==> config.mk <==
export PLATFORM = sky130hd
export DESIGN_NAME = dlane_byte_tx
export DESIGN_NICKNAME = d
export VERILOG_FILES = /design/src/rtl/dlane_pkg.sv /design/src/rtl/dlane_tick.sv /design/src/rtl/dlane_shreg.sv /design/src/rtl/dlane_selmap.sv /design/src/rtl/dlane_byte_tx.sv
export SDC_FILE = /design/constraint.sdc
export NUM_CORES = 1
export LEC_CHECK = 0
export ABC_AREA = 1
export BUFFER_PORTS_ARGS = -buffer_cell sky130_fd_sc_hd__buf_4
export CAP_MARGIN = 25
export CORE_AREA = 4 4 81 91
export DETAILED_ROUTE_END_ITERATION = 8
export DIE_AREA = 0 0 85 95
export HOLD_SLACK_MARGIN = 0.1
export PLACE_DENSITY = 0.84
export SYNTH_ARGS = -nofsm -noshare
export SYNTH_HDL_FRONTEND = slang
export SYNTH_SLANG_ARGS = --single-unit
==> constraint.sdc <==
create_clock -name clk -period 4.1 [get_ports clk]
set_input_delay 0.41 -clock clk [delete_from_list [all_inputs] [get_ports clk]]
set_output_delay 0.41 -clock clk [all_outputs]
set_load 0.01 [all_outputs]
==> src/rtl/dlane_pkg.sv <==
package dlane_pkg;
    localparam int WORD_BITS = 8;

    typedef enum logic [2:0] {
        ST_IDLE,
        ST_LOAD,
        ST_LOW,
        ST_HIGH,
        ST_BYTE_END,
        ST_FINISH
    } dlane_state_e;
endpackage

==> src/rtl/dlane_tick.sv <==
module dlane_tick #(
    parameter int DW = 8
) (
    input  logic          clk,
    input  logic          rst_n,
    input  logic          run,
    input  logic [DW-1:0] half_m1,
    output logic          last
);
    logic [DW-1:0] cnt;

    assign last = run && (cnt == half_m1);

    always_ff @(posedge clk or negedge rst_n) begin
        if (!rst_n)
            cnt <= '0;
        else if (!run || last)
            cnt <= '0;
        else
            cnt <= cnt + 1'b1;
    end
endmodule

==> src/rtl/dlane_shreg.sv <==
module dlane_shreg #(
    parameter int W = 8
) (
    input  logic         clk,
    input  logic         rst_n,
    input  logic         load,
    input  logic [W-1:0] load_val,
    input  logic         shift,
    input  logic         two,
    input  logic         sample,
    input  logic         din,
    output logic         tx_hi,
    output logic         tx_lo,
    output logic [W-1:0] rx_q
);
    logic [W-1:0] tx_q;

    assign tx_hi = tx_q[W-1];
    assign tx_lo = tx_q[W-2];

    always_ff @(posedge clk or negedge rst_n) begin
        if (!rst_n)
            tx_q <= '0;
        else if (load)
            tx_q <= load_val;
        else if (shift)
            tx_q <= two ? {tx_q[W-3:0], 2'b00} : {tx_q[W-2:0], 1'b0};
    end

    always_ff @(posedge clk or negedge rst_n) begin
        if (!rst_n)
            rx_q <= '0;
        else if (sample)
            rx_q <= {rx_q[W-2:0], din};
    end
endmodule

==> src/rtl/dlane_selmap.sv <==
module dlane_selmap (
    input  logic       active,
    input  logic       sel_high,
    input  logic [1:0] dev_idx,
    output logic       sel_a_n,
    output logic       sel_b_n
);
    logic pick_b;

    assign pick_b  = (dev_idx == 2'd2);
    assign sel_a_n = !(active && !sel_high && !pick_b);
    assign sel_b_n = !(active && !sel_high && pick_b);
endmodule

==> src/rtl/dlane_byte_tx.sv <==
module dlane_byte_tx
    import dlane_pkg::*;
#(
    parameter int CW = 8,
    parameter int DW = 8
) (
    input  logic                 clk,
    input  logic                 rst_n,
    input  logic                 start,
    input  logic [CW-1:0]        byte_cnt,
    input  logic                 fast_mode,
    input  logic                 verify_mode,
    input  logic                 sel_high,
    input  logic [1:0]           dev_idx,
    input  logic [DW-1:0]        div_in,
    input  logic [WORD_BITS-1:0] tx_data,
    output logic                 data_take,
    input  logic                 miso,
    output logic                 sclk,
    output logic                 mosi,
    output logic                 aux,
    output logic                 sel_a_n,
    output logic                 sel_b_n,
    output logic [WORD_BITS-1:0] rx_data,
    output logic                 rx_valid,
    output logic [CW-1:0]        match_cnt,
    output logic                 busy,
    output logic                 done
);
    localparam int BW = $clog2(WORD_BITS + 1);

    dlane_state_e st, st_nx;

    logic [CW-1:0]        left_q, match_q;
    logic [DW-1:0]        div_q;
    logic [WORD_BITS-1:0] exp_q, rx_q;
    logic [BW-1:0]        bits_q;
    logic [1:0]           dev_q;
    logic                 fast_q, ver_q, csh_q, take_q;
    logic                 run, last, in_frame, tx_hi, tx_lo, mismatch;

    assign run      = (st == ST_LOW) || (st == ST_HIGH);
    assign in_frame = (st == ST_LOAD) || run || (st == ST_BYTE_END);
    assign mismatch = ver_q && (rx_q != exp_q);

    dlane_tick #(.DW(DW)) u_tick (
        .clk(clk), .rst_n(rst_n), .run(run), .half_m1(div_q), .last(last)
    );

    dlane_shreg #(.W(WORD_BITS)) u_sh (
        .clk(clk), .rst_n(rst_n),
        .load(st == ST_LOAD),
        .load_val(ver_q ? '0 : tx_data),
        .shift((st == ST_HIGH) && last),
        .two(fast_q),
        .sample((st == ST_LOW) && last),
        .din(miso),
        .tx_hi(tx_hi), .tx_lo(tx_lo), .rx_q(rx_q)
    );

    dlane_selmap u_sel (
        .active(in_frame), .sel_high(csh_q), .dev_idx(dev_q),
        .sel_a_n(sel_a_n), .sel_b_n(sel_b_n)
    );

    // state register
    always_ff @(posedge clk or negedge rst_n) begin
        if (!rst_n) st <= ST_IDLE;
        else        st <= st_nx;
    end

    // next state
    always_comb begin
        st_nx = st;
        unique case (st)
            ST_IDLE:     if (start) st_nx = (byte_cnt == '0) ? ST_FINISH : ST_LOAD;
            ST_LOAD:     st_nx = ST_LOW;
            ST_LOW:      if (last) st_nx = ST_HIGH;
            ST_HIGH:     if (last) st_nx = (bits_q == BW'(1)) ? ST_BYTE_END : ST_LOW;
            ST_BYTE_END: st_nx = (mismatch || left_q == CW'(1)) ? ST_FINISH : ST_LOAD;
            ST_FINISH:   st_nx = ST_IDLE;
            default:     st_nx = ST_IDLE;
        endcase
    end

    // datapath registers
    always_ff @(posedge clk or negedge rst_n) begin
        if (!rst_n) begin
            left_q  <= '0;
            match_q <= '0;
            div_q   <= DW'(1);
            exp_q   <= '0;
            bits_q  <= '0;
            dev_q   <= '0;
            fast_q  <= 1'b0;
            ver_q   <= 1'b0;
            csh_q   <= 1'b0;
            take_q  <= 1'b0;
        end else begin
            take_q <= (st == ST_LOAD);
            unique case (st)
                ST_IDLE: if (start) begin
                    left_q  <= byte_cnt;
                    match_q <= '0;
                    div_q   <= (div_in == '0) ? DW'(1) : div_in;
                    dev_q   <= dev_idx;
                    fast_q  <= fast_mode;
                    ver_q   <= verify_mode;
                    csh_q   <= sel_high;
                end
                ST_LOAD: begin
                    exp_q  <= tx_data;
                    bits_q <= fast_q ? BW'(WORD_BITS / 2) : BW'(WORD_BITS);
                end
                ST_HIGH: if (last) bits_q <= bits_q - 1'b1;
                ST_BYTE_END: if (!mismatch) begin
                    match_q <= match_q + 1'b1;
                    left_q  <= left_q - 1'b1;
                end
                default: ;
            endcase
        end
    end

    // outputs
    always_comb begin
        sclk      = (st == ST_HIGH);
        mosi      = run ? tx_hi : 1'b0;
        aux       = (run && fast_q) ? tx_lo : 1'b0;
        rx_valid  = (st == ST_BYTE_END);
        rx_data   = rx_q;
        data_take = take_q;
        match_cnt = match_q;
        busy      = (st != ST_IDLE);
        done      = (st == ST_FINISH);
    end

    a_r3_one_select: assert property (@(posedge clk) disable iff (!rst_n)
        sel_a_n || sel_b_n);
    a_r5_idle_at_done: assert property (@(posedge clk) disable iff (!rst_n)
        done |-> (sel_a_n && sel_b_n && !sclk));
    a_r10_done_pulse: assert property (@(posedge clk) disable iff (!rst_n)
        done |=> (!done && !busy));
    a_r2_aux_quiet: assert property (@(posedge clk) disable iff (!rst_n)
        !fast_q |-> !aux);
    a_r1_clock_in_frame: assert property (@(posedge clk) disable iff (!rst_n)
        sclk |-> (busy && !done));
    a_r9_min_high: assert property (@(posedge clk) disable iff (!rst_n)
        $fell(sclk) |-> $past(sclk, 2));
endmodule

* Word level (Yosys, flattened, before mapping) *
Cells that the tools add are included.

word-level totals
  bits in registers = 69
  latch bits = 0
  memory bits (writable) = 0
  ROM bits = 0
  input bits = 33
  output and inout port bits = 25
  word-level logic and storage cells = 85
  memories kept = 0

cells by class
  $add $sub $neg = 4
  $mul = 0
  divide/modulo/power cells = 0
  magnitude comparators = 0
  eq/ne operators = 14
  shifts and indexed selects = 0
  mux-type cells = 24
  bitwise logic cells = 0
  reduce and logical (&&, ||, !) cells = 29

operators with widths
  operator                                                               count
  8-bit two-way mux                                                      10
  8-bit one-hot mux with 2 select lines                                  2
  3-bit two-way mux                                                      6
  8-bit by 1-bit adder with 8-bit output, second input constant          2
  8-bit logical NOT                                                      2
  3-bit one-hot mux with 5 select lines                                  1
  8-bit by 1-bit equality test with 1-bit output, second input constant  1
  8-bit equality test                                                    1
  1-bit logical AND                                                      8
  4-bit two-way mux                                                      2
  8-bit != test                                                          1
  4-bit one-hot mux with 2 select lines                                  1
  8-bit by 1-bit subtractor with 8-bit output, second input constant     1
  3-bit by 2-bit equality test with 1-bit output, second input constant  2
  3-bit equality test, second input constant                             2
  2-bit != test, second input constant                                   3
  3-bit AND reduction                                                    2
  2-bit nonzero test                                                     3
  1-bit logical NOT                                                      5
  1-bit logical OR                                                       5
  4-bit by 1-bit equality test with 1-bit output, second input constant  1
  2-bit AND reduction                                                    2
  4-bit by 1-bit subtractor with 4-bit output, second input constant     1
  3-bit by 1-bit equality test with 1-bit output, second input constant  1
  other kinds (5)                                                        6

* Logic depth before layout (Yosys ltp) *
  word-level depth = 7
  gate-level depth with buffers = 12

* Cells and area by module *
Synthesis repeated with hierarchy kept, for this count alone.

unflattened totals
  cell total of the unflattened synthesis = 513
  area, all modules = 3898.7 µm²

modules (own cells, without submodules)
  module         instances  cells each  area an instance (µm²)  seq. area each (µm²)
  dlane_byte_tx  1          333         2582.5                  1127.3
  dlane_shreg    1          101         769.5                   400.4
  dlane_tick     1          71          514.2                   200.2
  dlane_selmap   1          8           32.5                    0.0

* Least setup slack after synthesis *
Ideal clock, no wire load.

  path type = register -> output
  start = register st[1]
  end = output sel_b_n
  arrival time = 1349 ps
  data required time = 3690 ps
  slack = 2341 ps
  stages on the path, launching flop included = 8
  buffers on the path = 1
  path through = dfrtp_1 nor2_1 inv_1 nor2_4 inv_2 buf_4 a31oi_1 nand3_1

on the way
  longest elaborated chain between the ends = 7
  elaborated cells on any way between the ends = 10
  classes of those cells = 4 x eq/ne; 6 x reduce/logical

RTL lines
  item                                            RTL line             RTL
  start: declaration                              dlane_byte_tx.sv:32  dlane_state_e st, st_nx;
  start signal: assignment                        dlane_byte_tx.sv:69  else st <= st_nx;
  3-bit by 2-bit equality test with 1-bit output  dlane_byte_tx.sv:42  assign run = (st == ST_LOW) || (st == ST_HIGH);
  1-bit logical OR                                dlane_byte_tx.sv:42
  1-bit logical OR                                dlane_byte_tx.sv:43  assign in_frame = (st == ST_LOAD) || run || (st == ST_BYTE_END);
  1-bit logical OR *                              dlane_byte_tx.sv:43
  1-bit logical AND * (2 in series)               dlane_selmap.sv:12   assign sel_b_n = !(active && !sel_high && pick_b);
  1-bit logical NOT *                             dlane_selmap.sv:12
  end: declaration                                dlane_byte_tx.sv:23  output logic sel_b_n,

Mark *: on every way between the ends. The rest lies on a longest branch, timed or not.

* Worst setup path after layout *
Same ends and word-level chain as after synthesis.

==> results by group <==
Status
  • Status: completed

Setup path
  • Crit. Startpoint: st[1]
  • Worst flop-to-flop path startpoint: st[1]
  • Worst setup SP type: flip-flop
  • RR Endpoint: left_q[5]
  • R2R cell count: 7
  • CP required: about 3.7 ns
  • Worst setup EP type: primary output
  • Critical path arrival: approximately 2.1 ns
  • FF-to-FF setup slack: roughly 2.2 ns
  • CP max FO: 15
  • Crit path kind: reg2out

Power
  • Maximum VDD drop: between 0.15 and 0.2 mV
  • P_leak: approximately 2.2 nW
  • P per Cell Area: roughly 290 mW/mm^2

Place
  • # placed instances: about 610
  • Placer Congestion: between 0.8 and 0.9
  • Placed Area: 0.00428 sq mm
  • Pre-CTS setup slack: a little under 2 ns
  • Port bufs: 57
  • HPWL Detailed: roughly 6100 microns

Floorplanning
  • Die area: ~0.0081 sq mm
  • # IOs: between 50 and 60
  • # rows: 31
  • Core area: 0.00648 sq mm
  • Initial core utilization: between 60% and 70%
  • Chip Width: ~85 microns
  • Die height: 95 microns

Clock network
  • TritonCTS clock tree: built
  • Clk_lat worst skew: 0.35 ns
  • Post-CTS Hold Fix Bufs: 0
  • CTS resizes: 0
  • CTS Buf Count: 9
  • Clock Path Buffers: 2
  • CTS sink cnt: 69
  • Post-CTS setup buffers: 0
  • Clock-pin slew on the worst setup and hold paths: ~0.080 ns
  • Root Buffer Master: clkbuf_8
  • H-Tree Level Count: 3

Synthesis
  • Async S/R FF share, synth: 100%
  • Synth Warn #: 0
  • Sequential area share after synthesis: 44.4%
  • Synth top area cells: dfrtp_1, nand2_1, inv_1
  • EDFF count, synth: 0
  • Post-synth top area cell: dfrtp_1
  • Yosys top cell area share: 43.8%
  • Synthesized Nets: about 530
  • Synth cell types: 39
  • Syn avg cell area: ~8 sq um
  • Mapped Cells: 488
  • Synthesis-stage register bit count: between 60 and 70
  • Dominant synthesized flop cell: dfrtp_1
  • Post-synthesis cell area: around 0.0039 sq mm

Drt
  • Wirelength per Cell: ~13 microns
  • Vias: around 3300
  • Post-route DRC violation count: 0
  • Total wire length: 8260 microns
  • Via density: between 5 and 6
  • 1st-pass router iterations: 4
  • DRT iter0 DRCs: roughly 200
  • Final ANT Viol Nets: 0

Layout
  • Commonest non-fill, non-tap cells in the layout: nand2_1, dfrtp_1, inv_1, buf_4, nor2_1
  • Share of layout cells above drive strength 1: between 20% and 30%
  • Commonest non-fill, non-tap cell in the layout: nand2_1
  • Final #Nets: between 500 and 600
  • Final instance area: ~0.0045 sq mm
  • Syn-to-layout area delta: 15.0%
  • FILL cells: 520
  • Non-Filler Instances: about 630
  • Diodes inserted: 0

Global route
  • Initial antenna violation count: 0
  • Number of global-route vias before repair: about 3200
  • GRT Total Usage: 21.7%
  • First-pass GRT wire length: between 10000 and 15000 microns
  • Aggregate global routing overflow: 0
  • Largest net degree at the start of global routing: 70

STA
  • Slew Limit Fails: 0
  • WHS: approximately 0.16 ns
  • RSZ-0062 raised after global routing: false
  • Slew @ Worst Pin: around 0.85 ns
  • Final WS setup: about 1.6 ns
  • Hold Fails Final Rpt: 0
  • Fraction of the cycle the final worst path needs: 60.9%
  • TNS Setup: 0 ns
  • Final setup fails: 0
  • Post-route minimum period: 2.50 ns
  • Peak Freq: between 400 and 500 MHz
  • Slew Limit Headroom: between 40% and 50%
  • Layout Skew: roughly 0.013 ns

Min path
  • Worst Hold Class: in2async

Job
  • Max Cap Viol: 0
## final cells by class
type	count	area, sq um	share of cell area (%)
clock buffers	15	186	4.17
multi-input cells	335	1760	39.4
clock inverters	1	5.00	0.112
well taps	82	103	2.29
flip-flops and latches	69	1730	38.6
inverters	69	262	5.85
repair buffers	57	428	9.57
## power breakdown
part	switching [W]	total, W	internal, W
combinational	0.0000357	0.0000680	0.0000323
sequential	0.00000464	0.000693	0.000689
clock	0.000245	0.000530	0.000286
## kinds of logic (layout without fill, tap and decap cells)
family                   Yosys count  after routing  share of synthesized area (%)
flip-flops                        69             69                           44.4
AND/OR/NAND/NOR                  248            248                           29.1
buffers and inverters             84            142                           10.3
multiplexers                       3              3                          0.869
XOR/XNOR                          13             13                           2.93
adder cells (fa/ha/maj)            6              6                           1.93
AO/OA/AOI/OAI                     65             65                           10.5
## how the worst max path moves through the flow
| stage | end | slack (ns) | cells after the start |
|---|---|---|---|
| after floorplan | sel_b_n | 2.34 | 7 |
| after global placement | sel_b_n | 2.00 | 5 |
| after detailed placement | sel_b_n | 1.96 | 7 |
| after CTS | sel_b_n | 1.59 | 7 |
| after global routing | sel_b_n | 1.40 | 7 |
| final | sel_b_n | 1.60 | 7 |
## through the flow
step	util (%)	total power, W
after detailed placement	66.1	0.000775
after CTS	69.1	0.00130
after floorplan	-	0.000729
after global routing	69.1	0.00133
final	69.1	0.00129
after global placement	66.1	0.000773
## metal layers
metal / up-vias / wire (microns) / share of wire, % / global-route usage (%)
met5: - / 0 / 0 / 0
met4: 0 / 103 / 1.2 / 10.3
met3: 12 / 448 / 5.4 / 3.84
met2: 90 / 4210 / 51 / 36.9
met1: 1563 / 3500 / 42 / 26.8
li1: 1644 / - / - / -
## Yosys cell counts, drive strengths merged, types with 3 or more instances
library cell and n:
xor2 6, dfrtp 68, nand3 34, mux2 3, o21ai 46, nand2 149, buf 13, xnor2 7
ha 6, inv 69, nor3 9, o22ai 4, a21oi 9, or2 3, nand4 8, nor2 42
## worst max-delay path, stage by stage, from the launching register on
cell	delay (ns)
dfrtp_1	0.45
nor2_1	0.26
inv_1	0.11
nor2_4	0.27
inv_2	0.21
a31oi_1	0.21
nand3_1	0.09
buf_4	0.15
## flip-flops by register name, summed over array words and instances (netlist names), 2 cells and up
name / count
div_q: 8
u_sh.rx_q: 8
u_sh.tx_q: 8
match_cnt: 8
bits_q: 4
st: 3
u_tick.cnt: 8
exp_q: 8
left_q: 8
dev_q: 2
Note: power is estimated with default switching activity, not from simulation.
